File: config.mk
export PLATFORM = sky130hd
export DESIGN_NAME = trim_cfg_ctrl
export DESIGN_NICKNAME = d
export VERILOG_FILES = /design/src/rtl/trim_cfg_pkg.sv /design/src/rtl/trim_bit_collector.sv /design/src/rtl/trim_word_bank.sv /design/src/rtl/trim_readout.sv /design/src/rtl/trim_cfg_ctrl.sv
export SDC_FILE = /design/constraint.sdc
export NUM_CORES = 1
export LEC_CHECK = 0
export ABC_AREA = 1
export BUFFER_PORTS_ARGS = -buffer_cell sky130_fd_sc_hd__buf_4
export CAP_MARGIN = 30
export CORE_MARGIN = 1
export CORE_UTILIZATION = 50
export DETAILED_ROUTE_END_ITERATION = 6
export PLACE_DENSITY_LB_ADDON = 0.12
export SKIP_CTS_REPAIR_TIMING = 1
export SYNTH_ARGS = -nofsm -noshare
export SYNTH_HDL_FRONTEND = slang
export SYNTH_HIERARCHICAL = 1
export SYNTH_SLANG_ARGS = --single-unit
File: constraint.sdc
create_clock -name clk -period 2.9 [get_ports clk]
set_input_delay 0.29 -clock clk [delete_from_list [all_inputs] [get_ports clk]]
set_output_delay 0.29 -clock clk [all_outputs]
set_load 0.02 [all_outputs]
File: src/rtl/trim_cfg_pkg.sv
package trim_cfg_pkg;
  localparam int WORD_W    = 8;
  localparam int PFX_W     = 2;
  localparam int NUM_WORDS = 3;
  localparam int ENTRY_W   = 6;
  localparam int FRAME_W   = PFX_W + WORD_W;

  typedef enum logic [2:0] {
    ST_BOOT      = 3'd0,
    ST_IDLE      = 3'd1,
    ST_REG       = 3'd2,
    ST_PROG_OPEN = 3'd3,
    ST_PROG_SEAL = 3'd4,
    ST_READ      = 3'd5
  } cfg_state_e;

  localparam logic [ENTRY_W-1:0] CODE_REG  = 6'b001100;
  localparam logic [ENTRY_W-1:0] CODE_READ = 6'b111011;

  localparam logic [PFX_W-1:0]  PFX_JUMP      = 2'b11;
  localparam logic [WORD_W-1:0] JMP_LEAVE     = 8'hFF;
  localparam logic [WORD_W-1:0] JMP_PROG_OPEN = 8'hF0;
  localparam logic [WORD_W-1:0] JMP_PROG_SEAL = 8'h55;

  // prefix that addresses trim word idx
  function automatic logic [PFX_W-1:0] word_prefix(input int idx);
    case (idx)
      0:       word_prefix = 2'b00;
      1:       word_prefix = 2'b10;
      2:       word_prefix = 2'b01;
      default: word_prefix = 2'b11;
    endcase
  endfunction
endpackage

File: src/rtl/trim_bit_collector.sv
module trim_bit_collector #(
  parameter int DEPTH = 10,
  localparam int CW = $clog2(DEPTH + 1)
) (
  input  logic             clk,
  input  logic             rst,
  input  logic             clr,
  input  logic             stb,
  input  logic             val,
  output logic [DEPTH-2:0] bits_q,
  output logic [CW-1:0]    cnt_q
);
  // Holds all but the newest bit; the caller appends the live bit itself.
  always_ff @(posedge clk) begin
    if (rst || clr) begin
      bits_q <= '0;
      cnt_q  <= '0;
    end else if (stb) begin
      bits_q <= {bits_q[DEPTH-3:0], val};
      cnt_q  <= cnt_q + 1'b1;
    end
  end

  AST_COLLECT_BOUND: assert property (@(posedge clk) disable iff (rst)
    cnt_q < CW'(DEPTH));
endmodule

File: src/rtl/trim_word_bank.sv
module trim_word_bank #(
  parameter int WORD_W    = 8,
  parameter int NUM_WORDS = 3,
  localparam int IDXW = (NUM_WORDS > 1) ? $clog2(NUM_WORDS) : 1,
  localparam int BUS_W = WORD_W * NUM_WORDS
) (
  input  logic              clk,
  input  logic              rst,
  input  logic              load,
  input  logic [BUS_W-1:0]  load_data,
  input  logic              wr_en,
  input  logic [IDXW-1:0]   wr_idx,
  input  logic [WORD_W-1:0] wr_data,
  output logic [BUS_W-1:0]  words_q
);
  for (genvar g = 0; g < NUM_WORDS; g++) begin : g_word
    always_ff @(posedge clk) begin
      if (rst)
        words_q[g*WORD_W +: WORD_W] <= '0;
      else if (load)
        words_q[g*WORD_W +: WORD_W] <= load_data[g*WORD_W +: WORD_W];
      else if (wr_en && wr_idx == IDXW'(g))
        words_q[g*WORD_W +: WORD_W] <= wr_data;
    end
  end

  AST_WRITE_LANDS: assert property (@(posedge clk) disable iff (rst)
    (wr_en && !load && wr_idx == '0) |=> words_q[WORD_W-1:0] == $past(wr_data));
endmodule

File: src/rtl/trim_readout.sv
module trim_readout
  import trim_cfg_pkg::*;
#(
  parameter int WORD_W    = 8,
  parameter int NUM_WORDS = 3,
  localparam int SLOT_W  = WORD_W + PFX_W,
  localparam int RB_BITS = SLOT_W * NUM_WORDS,
  localparam int IW      = $clog2(RB_BITS),
  localparam int BUS_W   = WORD_W * NUM_WORDS
) (
  input  logic             clk,
  input  logic             rst,
  input  logic             start,
  input  logic             stb,
  input  logic [BUS_W-1:0] words,
  output logic             bit_q,
  output logic             last
);
  localparam logic [IW-1:0] TOP_IDX = IW'(RB_BITS - 1);

  logic [RB_BITS-1:0] stream;
  logic [IW-1:0]      idx_q;

  // word 0 occupies the most significant slot so it leaves first
  for (genvar g = 0; g < NUM_WORDS; g++) begin : g_slot
    assign stream[(NUM_WORDS-1-g)*SLOT_W +: SLOT_W] =
      {word_prefix(g), words[g*WORD_W +: WORD_W]};
  end

  assign last = stb && (idx_q == TOP_IDX);

  always_ff @(posedge clk) begin
    if (rst) begin
      idx_q <= '0;
      bit_q <= 1'b0;
    end else if (start) begin
      idx_q <= '0;
    end else if (stb) begin
      bit_q <= stream[TOP_IDX - idx_q];
      idx_q <= last ? '0 : idx_q + 1'b1;
    end
  end

  AST_RB_RANGE: assert property (@(posedge clk) disable iff (rst)
    idx_q <= TOP_IDX);
endmodule

File: src/rtl/trim_cfg_ctrl.sv
module trim_cfg_ctrl
  import trim_cfg_pkg::*;
#(
  parameter int WORD_W    = trim_cfg_pkg::WORD_W,
  parameter int NUM_WORDS = trim_cfg_pkg::NUM_WORDS,
  localparam int BUS_W  = WORD_W * NUM_WORDS,
  localparam int FRM_W  = PFX_W + WORD_W,
  localparam int CW     = $clog2(FRM_W + 1),
  localparam int IDXW   = (NUM_WORDS > 1) ? $clog2(NUM_WORDS) : 1
) (
  input  logic             clk,
  input  logic             rst,
  input  logic             bit_stb,
  input  logic             bit_val,
  input  logic             timeout_pulse,
  input  logic             en_pin,
  input  logic [BUS_W-1:0] boot_data,
  input  logic             boot_done,
  input  logic             prog_ack,
  output logic [BUS_W-1:0] trim_words,
  output logic             out_en,
  output logic             prog_req,
  output logic             prog_lock,
  output logic             rb_data,
  output logic [2:0]       mode_state
);
  cfg_state_e st_q, st_d;

  logic [FRM_W-2:0]  col_bits;
  logic [CW-1:0]     col_cnt;
  logic              col_stb, col_clr;
  logic [FRM_W-1:0]  shifted;
  logic              got_entry, got_frame;
  logic [PFX_W-1:0]  frame_pfx;
  logic [WORD_W-1:0] frame_pay;
  logic              wr_en;
  logic [IDXW-1:0]   wr_idx;
  logic              rb_stb, rb_last, rb_start;
  logic              enter_prog, boot_load;
  logic              sealed_q;

  // ---------------- bit gathering ----------------
  assign col_stb = bit_stb && !timeout_pulse &&
                   (st_q == ST_IDLE || st_q == ST_REG ||
                    st_q == ST_PROG_OPEN || st_q == ST_PROG_SEAL);
  assign shifted   = {col_bits, bit_val};
  assign got_entry = col_stb && (st_q == ST_IDLE) && (col_cnt == CW'(ENTRY_W - 1));
  assign got_frame = col_stb && (st_q != ST_IDLE) && (col_cnt == CW'(FRM_W - 1));
  assign frame_pfx = shifted[FRM_W-1 -: PFX_W];
  assign frame_pay = shifted[WORD_W-1:0];

  trim_bit_collector #(.DEPTH(FRM_W)) u_collect (
    .clk(clk), .rst(rst), .clr(col_clr), .stb(col_stb), .val(bit_val),
    .bits_q(col_bits), .cnt_q(col_cnt)
  );

  // ---------------- protocol state ----------------
  always_comb begin
    st_d = st_q;
    case (st_q)
      ST_BOOT: if (boot_done) st_d = ST_IDLE;
      ST_IDLE: if (got_entry) begin
        if (shifted[ENTRY_W-1:0] == CODE_REG)       st_d = ST_REG;
        else if (shifted[ENTRY_W-1:0] == CODE_READ) st_d = ST_READ;
      end
      ST_REG: if (got_frame && frame_pfx == PFX_JUMP) begin
        case (frame_pay)
          JMP_PROG_OPEN: st_d = ST_PROG_OPEN;
          JMP_PROG_SEAL: st_d = ST_PROG_SEAL;
          default:       st_d = ST_IDLE;
        endcase
      end
      ST_PROG_OPEN, ST_PROG_SEAL: if (got_frame) st_d = ST_IDLE;
      ST_READ: if (timeout_pulse || rb_last) st_d = ST_IDLE;
      default: st_d = ST_BOOT;
    endcase
  end

  assign col_clr = timeout_pulse || (st_d != st_q) || got_entry || got_frame;

  always_ff @(posedge clk) begin
    if (rst) st_q <= ST_BOOT;
    else     st_q <= st_d;
  end

  assign mode_state = st_q;

  // ---------------- trim words ----------------
  assign boot_load = (st_q == ST_BOOT) && boot_done;
  assign wr_en     = got_frame && (st_q == ST_REG) && (frame_pfx != PFX_JUMP);

  always_comb begin
    wr_idx = '0;
    for (int g = 0; g < NUM_WORDS; g++)
      if (frame_pfx == word_prefix(g)) wr_idx = IDXW'(g);
  end

  trim_word_bank #(.WORD_W(WORD_W), .NUM_WORDS(NUM_WORDS)) u_bank (
    .clk(clk), .rst(rst), .load(boot_load), .load_data(boot_data),
    .wr_en(wr_en), .wr_idx(wr_idx), .wr_data(frame_pay), .words_q(trim_words)
  );

  // ---------------- read-back ----------------
  assign rb_stb   = bit_stb && !timeout_pulse && (st_q == ST_READ);
  assign rb_start = (st_d == ST_READ) && (st_q != ST_READ);

  trim_readout #(.WORD_W(WORD_W), .NUM_WORDS(NUM_WORDS)) u_readout (
    .clk(clk), .rst(rst), .start(rb_start), .stb(rb_stb), .words(trim_words),
    .bit_q(rb_data), .last(rb_last)
  );

  // ---------------- nonvolatile request and output enable ----------------
  assign enter_prog = (st_q == ST_REG) &&
                      (st_d == ST_PROG_OPEN || st_d == ST_PROG_SEAL);

  always_ff @(posedge clk) begin
    if (rst) begin
      prog_req  <= 1'b0;
      prog_lock <= 1'b0;
      sealed_q  <= 1'b0;
      out_en    <= 1'b0;
    end else begin
      if (enter_prog && !sealed_q) begin
        prog_req  <= 1'b1;
        prog_lock <= (st_d == ST_PROG_SEAL);
      end else if (prog_req && prog_ack) begin
        prog_req <= 1'b0;
      end
      if (prog_req && prog_ack && prog_lock) sealed_q <= 1'b1;
      case (st_q)
        ST_BOOT: out_en <= 1'b0;
        ST_IDLE: out_en <= en_pin;
        default: out_en <= 1'b1;
      endcase
    end
  end

  // ---------------- assertions ----------------
  AST_BOOT_EXIT: assert property (@(posedge clk) disable iff (rst)
    (st_q == ST_BOOT && boot_done) |=> (mode_state == 3'd1));
  AST_REQ_HOLD: assert property (@(posedge clk) disable iff (rst)
    (prog_req && !prog_ack) |=> prog_req);
  AST_REQ_ORIGIN: assert property (@(posedge clk) disable iff (rst)
    $rose(prog_req) |-> ((mode_state == 3'd3 && !prog_lock) ||
                         (mode_state == 3'd4 && prog_lock)));
  AST_SEAL_FINAL: assert property (@(posedge clk) disable iff (rst)
    sealed_q |=> !$rose(prog_req));
  AST_BUSY_OUTEN: assert property (@(posedge clk) disable iff (rst)
    (mode_state >= 3'd2) |=> out_en);
  AST_READ_FROZEN: assert property (@(posedge clk) disable iff (rst)
    (mode_state == 3'd5) |=> $stable(trim_words));
  AST_TIMEOUT_READ: assert property (@(posedge clk) disable iff (rst)
    (mode_state == 3'd5 && timeout_pulse) |=> (mode_state == 3'd1));
endmodule

# After elaboration in Yosys (flattened, before gate mapping)
# Index checks and enable logic that the tools add are counted.
[op_classes]
addsub = 3
order_cmp = 1
n_eq_ne = 24
n_mux = 23
bitwise_logic = 1
n_reduce_logical = 40
[op_table]
columns = ["operator", "n"]
rows = [
  ["8-bit 2-to-1 mux", 6],
  ["3-bit 2-to-1 mux", 7],
  ["1-bit logical AND", 20],
  ["3-bit one-hot mux with 5 select lines", 1],
  ["3-bit equality test, second input constant", 4],
  ["3-bit by 2-bit equality test with 1-bit output, second input constant", 3],
  ["1-bit logical OR", 9],
  ["8-bit by 7-bit equality test with 1-bit output, second input constant", 1],
  ["8-bit equality test, second input constant", 1],
  ["2-bit nonzero test", 4],
  ["2-bit equality test, second input constant", 3],
  ["6-bit by 4-bit equality test with 1-bit output, second input constant", 1],
  ["6-bit equality test, second input constant", 1],
  ["5-bit by 6-bit less-than comparator with 1-bit output, second input constant", 1],
  ["3-bit one-hot mux with 2 select lines", 1],
  ["5-bit by 1-bit adder with 5-bit output, second input constant", 1],
  ["1-bit binary-select mux with 5-bit select", 1],
  ["5-bit equality test, second input constant", 1],
  ["5-bit 2-to-1 mux", 1],
  ["5-bit subtractor, first input constant", 1],
  ["4-bit by 1-bit adder with 4-bit output, second input constant", 1],
  ["2-bit by 1-bit equality test with 1-bit output, second input constant", 2],
  ["4-bit by 3-bit equality test with 1-bit output, second input constant", 1],
  ["4-bit equality test, second input constant", 1],
  ["other kinds (14)", 19],
]
[word_totals]
register_bits = 50

# Logic depth before layout (Yosys ltp)
[depth]
depth_word = 15
mapped_depth = 16
depth_no_buf = 15

# By module
# Netlist, hierarchy kept.
[modules_own_cells]
columns = ["mod", "n_inst", "cells_per_inst", "area_each_um2", "seq_area_each_um2"]
rows = [
  ["trim_word_bank", 1, 222, 1353.8, 480.5],
  ["trim_cfg_ctrl", 1, 124, 749.5, 140.1],
  ["trim_readout", 1, 121, 708.2, 120.1],
  ["trim_bit_collector", 1, 62, 486.7, 260.2],
]

# Worst setup path before layout
# No wires, ideal clock.
[synth_path]
kind = "register -> register"
from = "register st_q[1] (netlist: mode_state[1])"
to = "register u_bank.words_q[0]"
setup_ps = 115
arrival_time_ps = 2051
t_required_ps = 2785
path_slack_ps = 734
stages_incl_launch_ff = 9
n_path_buf = 1
period_less_slack_ps = 2166
cell_sequence = "dfxtp_1 > inv_2 > nor3_4 > inv_1 > nor4_1 > nand2_1 > buf_6 > a21oi_1 > nor2_1"
[synth_via]
elab_chain_cells = 11
word_cells_on_any_way = 18
classes_between = "5 x eq/ne; 1 x mux; 12 x reduce/logical"
[synth_lines]
columns = ["item", "line", "source"]
rows = [
  ["start: declaration", "trim_cfg_ctrl.sv:27", "cfg_state_e st_q, st_d;"],
  ["start signal: assignment", "trim_cfg_ctrl.sv:83", "else st_q <= st_d;"],
  ["3-bit by 1-bit equality test with 1-bit output / 3-bit by 2-bit equality test with 1-bit output (equally long branches)", "trim_cfg_ctrl.sv:44, trim_cfg_ctrl.sv:90", ""],
  ["1-bit logical OR (2 in a row)", "trim_cfg_ctrl.sv:44", "(st_q == ST_IDLE || st_q == ST_REG ||"],
  ["1-bit logical OR", "trim_cfg_ctrl.sv:45", "st_q == ST_PROG_OPEN || st_q == ST_PROG_SEAL);"],
  ["1-bit logical AND", "trim_cfg_ctrl.sv:43", "assign col_stb = bit_stb && !timeout_pulse &&"],
  ["1-bit logical AND (2 in a row)", "trim_cfg_ctrl.sv:48", "assign got_frame = col_stb && (st_q != ST_IDLE) && (col_cnt == CW'(FRM_W - 1));"],
  ["1-bit logical AND (*) (2 in a row)", "trim_cfg_ctrl.sv:90", "assign wr_en = got_frame && (st_q == ST_REG) && (frame_pfx != PFX_JUMP);"],
  ["net wr_en", "trim_cfg_ctrl.sv:36", "logic wr_en;"],
  ["1-bit logical AND (*)", "trim_word_bank.sv:22", "else if (wr_en && wr_idx == IDXW'(g))"],
  ["2-bit nonzero test (no source line) (*)", "-", ""],
  ["end signal: indexed assignment", "trim_word_bank.sv:21", "words_q[g*WORD_W +: WORD_W] <= load_data[g*WORD_W +: WORD_W];"],
  ["end signal: indexed assignment", "trim_word_bank.sv:23", "words_q[g*WORD_W +: WORD_W] <= wr_data;"],
  ["end: declaration", "trim_word_bank.sv:14", "output logic [BUS_W-1:0] words_q"],
]
# The timed path passes the listed nets; every way through them passes the cells marked *.
# A chain may end at the register's enable or synchronous reset.

# Final worst setup path
[layout_path]
from = "register st_q[1] (netlist: mode_state[1])"
to = "register u_bank.words_q[3]"
# Same word-level chain as after synthesis.

==> metrics.md <==
| Metric | Value |
|---|---|
| Number of fill cells in the layout | `between 600 and 700` |
| Flops & latches, synth | `50` |
| Top cells by count, synth | `149 x nand2_1, 80 x nor2_1, 65 x inv_1` |
| Wire per inst | `12.31 um` |
| Pwr Density | `~380 nW/um^2` |
| WHS Path Cells | `2` |
| Synth top area cells | `dfxtp_1 30%, nand2_1 17%, nor2_1 9.1%, nand3_1 8.0%, inv_1 7.4%` |
| Synth area leader | `dfxtp_1` |
| Worst path required time | `3.15 ns` |
| Global-route wire length before repair | `13,630 um` |
| Crit-path leading delay family | `simple AND/OR/NAND/NOR gates` |
| Post-synth ARST share | `0%` |
| WHS Endpoint | `u_readout/bit_q` |
| TNS Setup | `0 ns` |
| Pin count of the biggest net entering global routing | `45` |
| Clock buffer depth | `2` |
| Skew final | `0.004216 ns` |
| R2R cell count | `8` |
| Reg2Reg Setup Slack | `0.37 ns` |
| Die ar. | `between 6000 and 7000 sq um` |
| Synth unique cells | `33` |
| Die width | `83.22 um` |
| GRT overflow | `0` |
| HP Start | `rst` |
| Mapped Avg Cell Area | `roughly 6.2 sq um` |
| Count of final setup violators | `0` |
| Fraction of layout cells with a size suffix above 1 | `slightly below 20%` |
| Worst-path maximum fanout | `16` |
| Slowest cell on the critical path | `nor4_1` |
| Initial Util | `51.94%` |
| CP Buf/Inv Count | `2` |
| Reg clk slew, reported paths | `approximately 0.080 ns` |
| RSZ-0062 raised after global routing | `no` |
| Vias | `3,340` |
| CTS tree | `built` |
| WL final | `8102 um` |
| DRC Markers | `0` |
| NumNets Final | `618` |
| Worst skew pair latency | `0.31 ns` |
| Least-Margin Pin Slew | `0.7292 ns` |
| Final period util | `87.16%` |
| Via-to-Cell Ratio | `5.076` |
| Total clock sinks | `50` |
| Slew HR | `approximately half` |
| Crit path DAT | `2.77 ns` |
| Worst setup path category | `reg2reg` |
| I/O pin cnt | `between 60 and 70` |
| Root buf cell | `clkbuf_8` |
| Most frequent CP cell | `nand2_1` |
| Slew Limit Fails | `0` |
| Initial antenna violation count | `0` |
| R2R Path Start | `mode_state[1]` |
| Final WS setup | `0.3723 ns` |
| Status | `completed` |
| Top_reg_cell synth | `dfxtp_1` |
| FMAX | `395.6 MHz` |
| Cell with the most instances after synthesis | `nand2_1` |
| CP startpoint kind | `flop` |
| Area Growth Syn to Fin | `14.34%` |
| Post-route ant nets | `0` |
| Total leakage power | `1.906 nW` |
| Row cnt | `29` |
| Initial DRC count | `204` |
| Minimum clock period | `2.528 ns` |
| CP endpoint kind | `flop` |
| GRT Total Usage | `about 24%` |
| Syn Std Cell Area | `3298 sq um` |
| Power, Total | `1.447 mW` |
| Input/output buffers | `62` |
| Setup WS pre-CTS | `about 0.42 ns` |
| Fin. Hold Viols | `0` |
| Hold/Removal Path Class | `in2reg` |
| YS warnings | `6` |
| WHS | `0.2289 ns` |
| First-pass detailed-route iteration total | `4` |
| Gate Count Post-Synth | `529` |
| Die Ht | `83.22 um` |
| H-tree lvl count | `2` |
| Core ar. | `6350 sq um` |
| FF-to-FF End | `u_bank/words_q[3]` |
| Cts bufs inserted | `5` |
| # diodes | `0` |
| Max rail drop VDD | `0.0002335 V` |
| Yosys top cell area share | `30.35%` |
| Final Core Density | `between 50 and 60%` |
| Slowest cell delay on critical path | `0.65 ns` |
| Post-synth EDFFs | `0` |
| Max_cap viols | `0` |
| Crit-path cells | `inv_2 > nor3_4 > inv_1 > nor4_1 > nand2_1 > nand3_1 > nand2_1 > nor2_1` |
| Vias in the first global route | `~3,100` |
| DP HPWL | `between 6000 and 7000 um` |
| Mapped Nets | `between 500 and 600` |
| RD Place Congestion | `0.8649` |
| Sequential fraction of the synthesis area | `a little under a third` |
logic make-up (layout without fill, tap and decap cells):
kind of cell | count (synthesis) | in the layout | synth area share [%]
AOI/OAI and AO/OA | 53 | 53 | 8.536
xor gates and xnor gates | 2 | 2 | 0.5312
adders and majority gates | 5 | 5 | 1.897
buffers and inverters | 94 | 146 | 14.49
DFF | 50 | 50 | 30.35
and+or+nand+nor | 325 | 325 | 44.20
stage by stage:
| step | cells | instance area (sq um) |
|---|---|---|
| finish | 658 | 3771 |
| global route | 658 | 3771 |
| detailed placement | 651 | 3695 |
| floorplan | 529 | 3298 |
| CTS | 658 | 3771 |
| global placement | 651 | 3695 |
where the power goes:
group,leakage [nW],switching [mW],total (mW),internal (mW)
clock,0.0383,0.226,0.393,0.167
combinational,1.46,0.175,0.303,0.128
sequential,0.408,0.0331,0.751,0.718
worst max-delay path by stage:
stage / from / endpoint / cells past startpoint
2_1_floorplan: mode_state[1] / u_bank/words_q[0] / 8
5_1_grt: mode_state[1] / u_bank/words_q[4] / 8
3_3_place_gp: mode_state[0] / u_bank/words_q[1] / 6
3_5_place_dp: mode_state[1] / u_bank/words_q[5] / 7
4_1_cts: mode_state[1] / u_bank/words_q[4] / 8
6_report: mode_state[1] / u_bank/words_q[3] / 8
layer usage:
| layer | vias to the layer above | GRT usage (%) | part of all wire [%] | wire, um |
|---|---|---|---|---|
| met2 | 65 | 43.74 | 50 | 4050 |
| met4 | 0 | 8.150 | 1.8 | 144 |
| li1 | 1754 | - | - | - |
| met3 | 15 | 3.280 | 4.2 | 342 |
| met1 | 1506 | 29.35 | 44 | 3565 |
| met5 | - | 0 | 0 | 0 |
area by class of cell:
cell class                 instances  area [sq um]  area share (%)
timing repair buffer              67         503.0           13.34
inverter                          72         275.3           7.299
sequential                        50          1001           26.54
clock buffer                       7         76.32           2.024
tap                               77         96.34           2.555
multi-input combinational        385          1819           48.24
worst reg2reg max path, delay by kind of cell, from the launching register on:
| family | cells | cell delay [ns] |
|---|---|---|
| DFF | 1 | 0.48 |
| buffers and inverters | 2 | 0.23 |
| and+or+nand+nor | 6 | 1.75 |
state kept, by name (all words and copies together) (netlist names):
signal,flops
u_readout/idx_q,5
prog_req,1
u_collect/bits_q,9
sealed_q,1
mode_state,3
u_collect/cnt_q,4
u_bank/words_q,24
out_en,1
prog_lock,1
u_readout/bit_q,1
cells in the final DEF (no fill, tap or decap), types with 2 or more instances in the layout:
master      n
a21oi_1    32
inv_1      65
nand2_1   149
clkbuf_8    5
nand4_1     6
inv_2       6
nor2_2      8
nor2_1     80
nor2_4      3
nand2_2     9
nand3_1    53
xor2_1      2
or2_1       2
buf_4      67
clkbuf_1    2
nand3_2     7
nor4_1      2
ha_1        5
o21ai_1     5
o21ai_0    13
nor3_2      2
dfxtp_1    50
Power figures use the tool's default switching activity.
